File: config.mk
export PLATFORM = sky130hd
export DESIGN_NAME = cfg_keylock_reg
export DESIGN_NICKNAME = d
export VERILOG_FILES = /design/src/rtl/cfg_keylock_pkg.sv /design/src/rtl/ckl_addr_decode.sv /design/src/rtl/ckl_key_match.sv /design/src/rtl/ckl_seq_fsm.sv /design/src/rtl/ckl_cfg_store.sv /design/src/rtl/cfg_keylock_reg.sv
export SDC_FILE = /design/constraint.sdc
export NUM_CORES = 1
export LEC_CHECK = 0
export BUFFER_PORTS_ARGS = -buffer_cell sky130_fd_sc_hd__buf_2
export CELL_PAD_IN_SITES_DETAIL_PLACEMENT = 1
export CELL_PAD_IN_SITES_GLOBAL_PLACEMENT = 1
export CORE_ASPECT_RATIO = 0.9
export CORE_MARGIN = 2
export CORE_UTILIZATION = 27
export DETAILED_ROUTE_END_ITERATION = 10
export GPL_TIMING_DRIVEN = 0
export PLACE_DENSITY_LB_ADDON = 0.1
export REMOVE_ABC_BUFFERS = 1
export SLEW_MARGIN = 20
export SYNTH_ARGS = -nofsm -noshare
export SYNTH_HDL_FRONTEND = slang
export SYNTH_SLANG_ARGS = --single-unit
File: constraint.sdc
create_clock -name clk -period 2 [get_ports clk]
set_clock_uncertainty 0.05 [all_clocks]
set_input_delay 0.4 -clock clk [delete_from_list [all_inputs] [get_ports clk]]
set_output_delay 0.4 -clock clk [all_outputs]
set_load 0.02 [all_outputs]
File: src/rtl/cfg_keylock_pkg.sv
package cfg_keylock_pkg;

   typedef enum logic [1:0] {
      SEQ_IDLE   = 2'd0,
      SEQ_ARMED  = 2'd1,
      SEQ_STAGED = 2'd2
   } seq_state_e;

   // one-hot positions of the decoded address hits
   localparam int HIT_KEY0 = 0;
   localparam int HIT_CFG  = 1;
   localparam int HIT_KEY1 = 2;
   localparam int HIT_N    = 3;

endpackage

File: src/rtl/ckl_addr_decode.sv
module ckl_addr_decode #(
   parameter int                ADDR_W    = 12,
   parameter logic [ADDR_W-1:0] KEY0_ADDR = 12'h650,
   parameter logic [ADDR_W-1:0] CFG_ADDR  = 12'h654,
   parameter logic [ADDR_W-1:0] KEY1_ADDR = 12'h658
) (
   input  logic [ADDR_W-1:0]                 addr,
   output logic [cfg_keylock_pkg::HIT_N-1:0] hit
);
   import cfg_keylock_pkg::*;

   if (KEY0_ADDR == CFG_ADDR || KEY0_ADDR == KEY1_ADDR || CFG_ADDR == KEY1_ADDR) begin : g_addr_clash
      $error("ckl_addr_decode: register offsets must be distinct");
   end

   always_comb begin
      hit           = '0;
      hit[HIT_KEY0] = (addr == KEY0_ADDR);
      hit[HIT_CFG]  = (addr == CFG_ADDR);
      hit[HIT_KEY1] = (addr == KEY1_ADDR);
   end

endmodule

File: src/rtl/ckl_key_match.sv
module ckl_key_match #(
   parameter int               DATA_W = 32,
   parameter int               KEY_W  = 8,
   parameter logic [KEY_W-1:0] CODE   = 8'h9A,
   parameter bit               STRICT = 1'b1
) (
   input  logic [DATA_W-1:0] data,
   output logic              match
);

   if (KEY_W > DATA_W) begin : g_width_bad
      $error("ckl_key_match: KEY_W must not exceed DATA_W");
   end

   if (STRICT) begin : g_full_word
      // whole data word must equal the code, upper bits zero
      assign match = (data == DATA_W'(CODE));
   end else begin : g_low_bits
      assign match = (data[KEY_W-1:0] == CODE);
   end

endmodule

File: src/rtl/ckl_seq_fsm.sv
module ckl_seq_fsm
   import cfg_keylock_pkg::*;
(
   input  logic             clk,
   input  logic             rst_n,
   input  logic             wr_en,
   input  logic [HIT_N-1:0] hit,
   input  logic             key0_ok,
   input  logic             key1_ok,
   output seq_state_e       state,
   output logic             load_shadow,
   output logic             clear_shadow,
   output logic             commit
);

   seq_state_e state_d;

   always_comb begin
      state_d      = state;
      load_shadow  = 1'b0;
      clear_shadow = 1'b0;
      commit       = 1'b0;
      if (wr_en) begin
         unique case (state)
            SEQ_IDLE: begin
               if (hit[HIT_KEY0] && key0_ok) state_d = SEQ_ARMED;
            end
            SEQ_ARMED: begin
               if (hit[HIT_CFG]) begin
                  state_d     = SEQ_STAGED;
                  load_shadow = 1'b1;
               end else begin
                  state_d      = SEQ_IDLE;
                  clear_shadow = 1'b1;
               end
            end
            SEQ_STAGED: begin
               state_d      = SEQ_IDLE;
               clear_shadow = 1'b1;
               commit       = hit[HIT_KEY1] && key1_ok;
            end
            default: begin
               state_d      = SEQ_IDLE;
               clear_shadow = 1'b1;
            end
         endcase
      end
   end

   always_ff @(posedge clk or negedge rst_n) begin
      if (!rst_n) state <= SEQ_IDLE;
      else        state <= state_d;
   end

endmodule

File: src/rtl/ckl_cfg_store.sv
module ckl_cfg_store #(
   parameter int              CFG_W     = 8,
   parameter logic [CFG_W-1:0] RESET_VAL = '0
) (
   input  logic             clk,
   input  logic             rst_n,
   input  logic             load_shadow,
   input  logic             clear_shadow,
   input  logic             commit,
   input  logic [CFG_W-1:0] wcfg,
   output logic [CFG_W-1:0] shadow_q,
   output logic [CFG_W-1:0] active_q
);

   always_ff @(posedge clk or negedge rst_n) begin
      if (!rst_n) begin
         shadow_q <= '0;
      end else if (load_shadow) begin
         shadow_q <= wcfg;
      end else if (clear_shadow) begin
         shadow_q <= '0;
      end
   end

   always_ff @(posedge clk or negedge rst_n) begin
      if (!rst_n)      active_q <= RESET_VAL;
      else if (commit) active_q <= shadow_q;
   end

endmodule

File: src/rtl/cfg_keylock_reg.sv
module cfg_keylock_reg #(
   parameter int                ADDR_W    = 12,
   parameter int                DATA_W    = 32,
   parameter int                CFG_W     = 8,
   parameter int                KEY_W     = 8,
   parameter logic [ADDR_W-1:0] KEY0_ADDR = 12'h650,
   parameter logic [ADDR_W-1:0] CFG_ADDR  = 12'h654,
   parameter logic [ADDR_W-1:0] KEY1_ADDR = 12'h658,
   parameter logic [KEY_W-1:0]  KEY0_CODE = 8'h9A,
   parameter logic [KEY_W-1:0]  KEY1_CODE = 8'h0C,
   parameter bit                STRICT    = 1'b1
) (
   input  logic              clk,
   input  logic              rst_n,
   input  logic              wr_en,
   input  logic              rd_en,
   input  logic [ADDR_W-1:0] addr,
   input  logic [DATA_W-1:0] wdata,
   output logic [DATA_W-1:0] rdata,
   output logic [CFG_W-1:0]  cfg_out
);
   import cfg_keylock_pkg::*;

   localparam int PAD_W = DATA_W - CFG_W;

   if (CFG_W < 1 || CFG_W > DATA_W) begin : g_cfg_width_bad
      $error("cfg_keylock_reg: CFG_W must be in 1..DATA_W");
   end
   if (KEY0_CODE == '0 || KEY1_CODE == '0) begin : g_key_zero
      $error("cfg_keylock_reg: key codes must differ from the reset value");
   end

   logic [HIT_N-1:0]  hit;
   logic              key0_ok, key1_ok;
   seq_state_e        state;
   logic              load_shadow, clear_shadow, commit;
   logic [CFG_W-1:0]  shadow_q, active_q;
   logic [DATA_W-1:0] cfg_word;

   ckl_addr_decode #(
      .ADDR_W(ADDR_W), .KEY0_ADDR(KEY0_ADDR), .CFG_ADDR(CFG_ADDR), .KEY1_ADDR(KEY1_ADDR)
   ) u_dec (
      .addr(addr), .hit(hit)
   );

   ckl_key_match #(.DATA_W(DATA_W), .KEY_W(KEY_W), .CODE(KEY0_CODE), .STRICT(STRICT))
      u_key0 (.data(wdata), .match(key0_ok));

   ckl_key_match #(.DATA_W(DATA_W), .KEY_W(KEY_W), .CODE(KEY1_CODE), .STRICT(STRICT))
      u_key1 (.data(wdata), .match(key1_ok));

   ckl_seq_fsm u_fsm (
      .clk(clk), .rst_n(rst_n), .wr_en(wr_en), .hit(hit),
      .key0_ok(key0_ok), .key1_ok(key1_ok), .state(state),
      .load_shadow(load_shadow), .clear_shadow(clear_shadow), .commit(commit)
   );

   ckl_cfg_store #(.CFG_W(CFG_W)) u_store (
      .clk(clk), .rst_n(rst_n), .load_shadow(load_shadow), .clear_shadow(clear_shadow),
      .commit(commit), .wcfg(wdata[CFG_W-1:0]), .shadow_q(shadow_q), .active_q(active_q)
   );

   if (PAD_W > 0) begin : g_pad
      assign cfg_word = {{PAD_W{1'b0}}, active_q};
   end else begin : g_nopad
      assign cfg_word = active_q;
   end

   // key locations are write-only and read back as zero
   assign rdata   = (rd_en && hit[HIT_CFG]) ? cfg_word : '0;
   assign cfg_out = active_q;

endmodule

Word-level counts from Yosys, hierarchy flattened
Cells that the tools add are included.
{"block": "classes", "n_mul": 0, "n_shift": 0, "n_lt_le_gt_ge": 0, "add_sub_neg": 0, "n_eq_ne": 8, "muxes": 14, "n_div": 0, "reduce_logical": 6, "n_bitwise": 0}
{"op": "$eq 12x11->1 const B", "n": 3}
{"op": "$eq 32x4->1 const B", "n": 1}
{"op": "$eq 32x8->1 const B", "n": 1}
{"op": "$mux 8", "n": 3}
{"op": "$mux 1", "n": 7}
{"op": "$mux 2", "n": 2}
{"op": "$pmux 2 s2", "n": 1}
{"op": "$logic_and 1x1->1", "n": 3}
{"op": "$eq 2x1->1 const B", "n": 1}
{"op": "$eq 2x2->1 const B", "n": 1}
{"op": "$logic_not 2->1", "n": 1}
{"op": "$ne 2x1->1 const B", "n": 1}
{"op": "$pmux 1 s2", "n": 1}
{"op": "$reduce_and 2->1", "n": 1}
{"op": "$reduce_bool 2->1", "n": 1}
{"block": "word_totals", "n_memories": 0, "mem_bits_rw": 0, "latchBits": 0, "rom_bits": 0, "regBits": 18, "input_bits": 48, "wordCells": 31}

Logic depth before layout (Yosys ltp)
Gate-level depths: netlist (run 1).
{"block": "depth", "ltp_word": 6, "mapped_depth": 6}

Modules after synthesis
A second synthesis (run 1) with hierarchy kept.
{"block": "unflattened", "hier_cells": 110, "area_unflattened_um2": 1229.9}
{"mod": "ckl_cfg_store", "seq_area_each_um2": 400.4, "cells_each": 35, "area_each_um2": 633.1, "instances": 1}
{"mod": "cfg_keylock_reg", "seq_area_each_um2": 0.0, "cells_each": 33, "area_each_um2": 234.0, "instances": 1}
{"mod": "ckl_seq_fsm", "seq_area_each_um2": 50.0, "cells_each": 11, "area_each_um2": 117.6, "instances": 1}
{"mod": "ckl_key_match at u_key0", "seq_area_each_um2": 0.0, "cells_each": 11, "area_each_um2": 106.4, "instances": 1}
{"mod": "ckl_key_match at u_key1", "seq_area_each_um2": 0.0, "cells_each": 12, "area_each_um2": 73.8, "instances": 1}
{"mod": "ckl_addr_decode", "seq_area_each_um2": 0.0, "cells_each": 8, "area_each_um2": 65.1, "instances": 1}

Worst setup path before layout (run 1)
OpenSTA, ideal clock, no wires.
{"block": "synth_path", "path_type": "in2reg", "from": "in wdata[29]", "to": "reg u_store.active_q[0]", "cell_stages": 4, "n_path_buf": 0, "arrival_time_ns": 1.712, "required_time_ns": 1.825, "setup_time_ns": 0.125, "setup_slack_ns": 0.113, "path_cell_list": "nor4_1 -> nand4_1 -> nor4_4 -> mux2_2"}
{"block": "synth_via", "elab_chain_cells": 4}
{"element": "from (decl)", "line": "cfg_keylock_reg.sv:18", "source": "input logic [DATA_W-1:0] wdata,"}
{"element": "$eq 32x4->1", "line": "ckl_key_match.sv:17", "source": "assign match = (data == DATA_W'(CODE));"}
{"element": "$logic_and 1x1->1", "line": "ckl_seq_fsm.sv:40", "source": "commit = hit[HIT_KEY1] && key1_ok;"}
{"element": "$mux 1", "line": "ckl_seq_fsm.sv:24", "source": "unique case (state)"}
{"element": "$mux 1", "line": "ckl_seq_fsm.sv:23", "source": "if (wr_en) begin"}
{"element": "to (signal assigned)", "line": "ckl_cfg_store.sv:27", "source": "else if (commit) active_q <= shadow_q;"}
{"element": "to (decl)", "line": "ckl_cfg_store.sv:12", "source": "output logic [CFG_W-1:0] active_q"}
Every way passes these cells.
A chain may end at the register's enable or synchronous reset.

Worst setup path after layout (run 1)
{"block": "layout_path", "from": "in addr[3]", "to": "out rdata[4]"}
{"block": "layout_via", "elab_chain_cells": 3}
{"element": "from (decl)", "line": "cfg_keylock_reg.sv:17", "source": "input logic [ADDR_W-1:0] addr,"}
{"element": "$eq 12x11->1", "line": "ckl_addr_decode.sv:19", "source": "hit[HIT_CFG] = (addr == CFG_ADDR);"}
{"element": "$logic_and 1x1->1", "line": "cfg_keylock_reg.sv:70", "source": "assign rdata = (rd_en && hit[HIT_CFG]) ? cfg_word : '0;"}
{"element": "$mux 8", "line": "cfg_keylock_reg.sv:70"}
{"element": "to (decl)", "line": "cfg_keylock_reg.sv:19", "source": "output logic [DATA_W-1:0] rdata,"}
Every way passes these cells.

==> flow_metrics.env, run 1 <==
export IMPL_postLayoutCellArea_um2=1440
export IMPL_drt_drc_violations_left=0
export IMPL_r2r_start="u_fsm.state[0]"
export IMPL_synthSimpleGateAreaFrac=0.230
export IMPL_grt_pass1_vias=966
export IMPL_synth_area_leader_cell="dfrtp_1"
export IMPL_cts_tree="done"
export IMPL_ir_worst_vdd_uv=187
export IMPL_final_nets=211
export IMPL_drtAntennaViolNets=0
export IMPL_fin_crit_ns=1.90
export IMPL_n_antenna_cell=0
export IMPL_worstPathArrival_ns=1.45
export IMPL_num_vias=946
export IMPL_setup_violations=0
export IMPL_area_delta_synth_final_pct=34.0
export IMPL_clock_sinks=18
export IMPL_relSlewSlack=0.337
export IMPL_cellPowerDensity_nw_per_um2=536
export IMPL_ios=88
export IMPL_layout_drive_gt1_share=0.512
export IMPL_io_buffers=63
export IMPL_die_w_um=70.5
export IMPL_synth_xor_area_share=0
export IMPL_synth_seq_cells=18
export IMPL_path_cells="buf_2 > nor4b_2 > and3_4 > and3_1 > buf_2"
export IMPL_crit_slowest_cell="nor4b_2"
export IMPL_start_kind="input pin"
export IMPL_place_area_um2=1340
export IMPL_core_um2=3760
export IMPL_path_clk_slew_ns=0.07
export IMPL_first_iter_violations=15
export IMPL_avgRoutedWirePerCell_um=13.4
export IMPL_track_usage=0.126
export IMPL_crit_path_max_fanout=9
export IMPL_slowest_delay_ns=0.31
export IMPL_crit_buf_inv=2
export IMPL_critPathTopFamily="simple AND/OR/NAND/NOR gates"
export IMPL_drv_slew=0
export IMPL_grt_start_max_net_pins=19
export IMPL_synthDistinctLibCells=23
export IMPL_dp_hpwl_um=2340
export IMPL_fmax_mhz=526
export IMPL_start_util=0.286
export IMPL_synth_top_family_by_area="simple AND/OR/NAND/NOR gates"
export IMPL_fp_dieH_um=63.8
export IMPL_cts_buffer_depth=2
export IMPL_numCtsBuffers=3
export IMPL_drv_cap=0
export IMPL_hold_ws_ns=0.0229
export IMPL_final_hold_viol_count=0
export IMPL_muxShareOfSynthArea=0.0839
export IMPL_rows=21
export IMPL_layout_common_cells="buf_2 (63), conb_1 (24), dfrtp_1 (18)"
export IMPL_ys_seq_area_frac=0.420
export IMPL_avgViaCountPerCell=4.55
export IMPL_synth_area_top_cells="dfrtp_1 (42%), buf_4 (17%), mux2_2 (8.4%)"
export IMPL_yosys_warnings=0
export IMPL_p_leak_nw=0.838
export IMPL_crit_type="in -> out"
export IMPL_gr_total_overflow=0
export IMPL_h_tree_depth=1
export IMPL_ctsHoldBuffers=0
export IMPL_required_ns=1.55
export IMPL_first_pass_iters=3
export IMPL_syn_avg_cell_area_um2=11.1
export IMPL_mostFrequentLayoutCell="buf_2"
export IMPL_tightest_slew_ns=0.984
export IMPL_syn_area_um2=1070
export IMPL_antenna_found_initial=0
export IMPL_hp_class="in -> async"
export IMPL_dieArea_um2=4500
export IMPL_ff2ff_path_depth=5
export IMPL_synth_compound_area_frac=0.0839
export IMPL_path_common_cell="buf_2"
export IMPL_synthAdderAreaFrac=0
export IMPL_worstSkewPairLatency_ns=0.25
export IMPL_root_buffer="clkbuf_8"
export IMPL_min_period_over_period=0.951
export IMPL_status="complete, no violations"
export IMPL_timing_rr_end="u_store.active_q[0]"
export IMPL_synth_top_area_frac=0.420
export IMPL_worst_setup_path_end_kind="primary output"
export IMPL_finalWirelength_um=2790
export IMPL_r2r_slack_ns=0.18
export IMPL_grt_pass1_wl_um=4490
export IMPL_syn_inst=97
export IMPL_gp_congestion=0.695
==> flip-flops by register name (all words and copies together) (netlist names) <==
| register | count |
|---|---|
| u_fsm.state | 2 |
| u_store.shadow_q | 8 |
| u_store.active_q | 8 |
==> cells in the mapped netlist <==
cell type   n
and4b_1     1
nor4b_1     1
clkbuf_1    1
nand2_1     1
nand4_1     3
nor4_1      6
inv_1       1
o21a_1      1
nor4b_2     2
nor2_1      2
dfrtp_1    18
nor3b_1     1
mux2_2      8
a21o_1      1
o21ai_0     1
buf_4      24
nor4bb_1    4
conb_1      1
buf_2       1
nand3_1     1
and3_1      9
nor4_4      1
a22o_1      8
==> layer usage <==
metal	GRT usage	part of all wire
met3	0.0126	0.098
met5	0	0
met4	0.0577	0.016
met2	0.204	0.46
met1	0.168	0.42
==> metrics by stage <==
stage               instances  setup TNS, ns   util  setup slack [ns]  power [mW]
floorplan                  94              0      -             0.113       0.420
global placement          203          -3.01  0.358            -0.270       0.480
detailed placement        203          -3.47  0.358            -0.294       0.482
CTS                       208              0  0.376            0.0216       0.782
global route              208       -0.00280  0.383          -0.00158       0.815
finish                    208              0  0.383            0.0980       0.772
==> what timing repair did <==
| action | 4_1_cts | 5_1_grt |
|---|---|---|
| setup buffers | 1 | 0 |
| endpoints found under the setup margin | 16 | 8 |
| pin swaps | 1 | 1 |
| gates resized for setup | 2 | 4 |
==> report_power, final <==
part | total, mW | internal, mW | switching [mW]
sequential | 0.364 | 0.364 | 0
combinational | 0.117 | 0.0425 | 0.0741
clock | 0.291 | 0.175 | 0.116
total | 0.772 | 0.581 | 0.190
==> worst max path at each step <==
stage / from / endpoint / cells past startpoint
4_1_cts: addr[8] / rdata[4] / 5
5_1_grt: addr[3] / rdata[7] / 5
6_report: addr[3] / rdata[4] / 5
2_1_floorplan: wdata[29] / u_store.active_q[0] / 4
3_3_place_gp: wdata[29] / u_store.active_q[0] / 5
3_5_place_dp: wdata[29] / u_store.active_q[0] / 5
==> area by class of cell <==
cell class / instances / area, µm²
inverter: 1 / 3.75
fill: 453 / 2320
tap: 46 / 57.6
clock buffer: 4 / 55.1
timing repair buffer: 64 / 323
sequential: 18 / 450
multi-input combinational: 75 / 549
==> cell families after synthesis <==
kind of cell,after synthesis
compound gates,11
other cells,1
flops,18
simple gates,32
mux,8
buf+inv,27
No activity file was read; power rests on OpenSTA's default activity.
==> inputs of run 2 (changes only) <==
Settings changed: CORE_MARGIN 2 to 10, PLACE_DENSITY set to 0.89, PLACE_DENSITY_LB_ADDON 0.1 to unset, REMOVE_ABC_BUFFERS 1 to unset.
==> run 2 against run 1 <==
Non-clock buffer count up 25. Worst hold slack better by 0.0017 ns. Core utilization up 4.0 points. Cell area up 11%. Register-to-register slack about the same. Final cell count up 12%. Power down 2.3%. Sequential power about the same. First-iteration DRC count up 40%. Die area up 53%. Clock power down 18%. Largest power group unchanged. Highest routed layer unchanged.
==> flow_metrics.env, run 2 (synthesized netlist as in run 1, its figures left out) <==
export IMPL_status="complete, no violations"
export IMPL_io_buffers=63
export IMPL_finalWirelength_um=3520
export IMPL_fp_dieH_um=79.8
export IMPL_layout_drive_gt1_share=0.575
export IMPL_area_delta_synth_final_pct=49.2
export IMPL_stdcell_count=232
export IMPL_mostFrequentLayoutCell="buf_2"
export IMPL_worst_setup_path_end_kind="primary output"
export IMPL_crit_buf_inv=2
export IMPL_path_clk_slew_ns=0.07
export IMPL_path_common_cell="buf_2"
export IMPL_final_nets=236
export IMPL_reg_top3="u_store.active_q (8), u_store.shadow_q (8), u_fsm.state (2)"
export IMPL_avgRoutedWirePerCell_um=15.2
export IMPL_drv_slew=0
export IMPL_first_pass_iters=3
export IMPL_grt_start_max_net_pins=19
export IMPL_placed_cells=229
export IMPL_antenna_found_initial=0
export IMPL_use_met2=0.164
export IMPL_rows=21
export IMPL_worstPathArrival_ns=1.46
export IMPL_required_ns=1.55
export IMPL_ios=88
export IMPL_critPathTopFamily="simple AND/OR/NAND/NOR gates"
export IMPL_p_leak_nw=0.958
export IMPL_final_hold_viol_count=0
export IMPL_dieArea_um2=6900
export IMPL_rsz0062_at_grt="no"
export IMPL_path_cells="buf_2 > nor4bb_2 > and3_4 > and3_1 > buf_2"
export IMPL_track_usage=0.0972
export IMPL_postLayoutCellArea_um2=1600
export IMPL_clock_sinks=18
export IMPL_use_met3=0.0622
export IMPL_min_period_over_period=0.953
export IMPL_avgViaCountPerCell=4.48
export IMPL_gr_total_overflow=0
export IMPL_start_util=0.284
export IMPL_n_antenna_cell=0
export IMPL_setup_violations=0
export IMPL_grt_busiest_layer="met2"
export IMPL_crit_type="in -> out"
export IMPL_grt_met1_usage=0.0996
export IMPL_drt_drc_violations_left=0
export IMPL_fmax_mhz=525
export IMPL_layout_common_cells="buf_2 (64), buf_4 (25), conb_1 (24)"
export IMPL_relSlewSlack=0.322
export IMPL_drv_cap=0
export IMPL_ir_worst_vdd_uv=220
export IMPL_cts_tree="done"
export IMPL_h_tree_depth=1
export IMPL_grt_pass1_wl_um=5530
export IMPL_worstSkewPairLatency_ns=0.24
export IMPL_cellPowerDensity_nw_per_um2=471
export IMPL_grt_pass1_vias=1167
export IMPL_drtAntennaViolNets=0
export IMPL_n_fill_cell=477
export IMPL_cts_buffer_depth=2
export IMPL_slowest_delay_ns=0.33
export IMPL_start_kind="input pin"
export IMPL_die_w_um=86.5
export IMPL_first_iter_violations=21
export IMPL_core_um2=3780
export IMPL_root_buffer="clkbuf_8"
export IMPL_ff2ff_path_depth=5
export IMPL_place_area_um2=1530
export IMPL_fin_crit_ns=1.91
export IMPL_numCtsBuffers=3
export IMPL_tightest_slew_ns=1.01
export IMPL_dp_hpwl_um=3200
export IMPL_gp_congestion=0.780
export IMPL_crit_path_max_fanout=9
export IMPL_cp_num_cells=5
export IMPL_num_vias=1039
export IMPL_crit_slowest_cell="nor4bb_2"
export IMPL_hp_class="in -> async"
-- run 2: path summary, 6_finish.rpt --
check	from	to	slack (ns)
worst max register to register	u_fsm.state[0]	u_store.active_q[0]	0.17
worst max-delay path	addr[8]	rdata[3]	0.09
worst min register to register	u_store.shadow_q[3]	u_store.shadow_q[3]	0.45
worst min-delay path	rst_n	u_fsm.state[1]	0.02
max in group asynchronous	rst_n	u_store.active_q[0]	1.59
min in group clk	wdata[3]	u_store.shadow_q[3]	0.34
-- run 2: area by class of cell --
cell class,instances,area [µm²],share of cell area
multi-input combinational,75,541,0.337
sequential,18,450,0.281
timing repair buffer,64,323,0.202
buffer,25,185,0.116
tap,46,57.6,0.0359
clock buffer,3,41.3,0.0258
inverter,1,3.75,0.00234
-- run 2: stage by stage --
step	TNS (ns)	power [mW]	hold WS (ns)	setup WS [ns]	utilization
floorplan	0	0.456	0.0544	0.113	-
global placement	-2.84	0.515	0.289	-0.232	0.405
detailed placement	-4.49	0.517	0.299	-0.330	0.405
CTS	0	0.751	0.0401	0.0188	0.417
global route	0	0.788	0.0472	0.00993	0.423
finish	0	0.754	0.0246	0.0950	0.423
-- run 2: repair_timing --
item,CTS,global route
setup endpoints to repair,16,16
buffers inserted,1,0
gates cloned,0,0
hold buffers,0,0
resized for setup,1,4
pin swaps,1,1
-- run 2: where the power goes --
group / switching, mW / total, mW / internal (mW)
registers: 0 / 0.364 / 0.364
logic: 0.0790 / 0.152 / 0.0727
clock network: 0.105 / 0.238 / 0.133
-- run 2: routing by layer --
metal  part of all wire  wire length [µm]
met1               0.38              1350
met3               0.15               524
met4             0.0054                19
met5                  0                 0
met2               0.46              1630
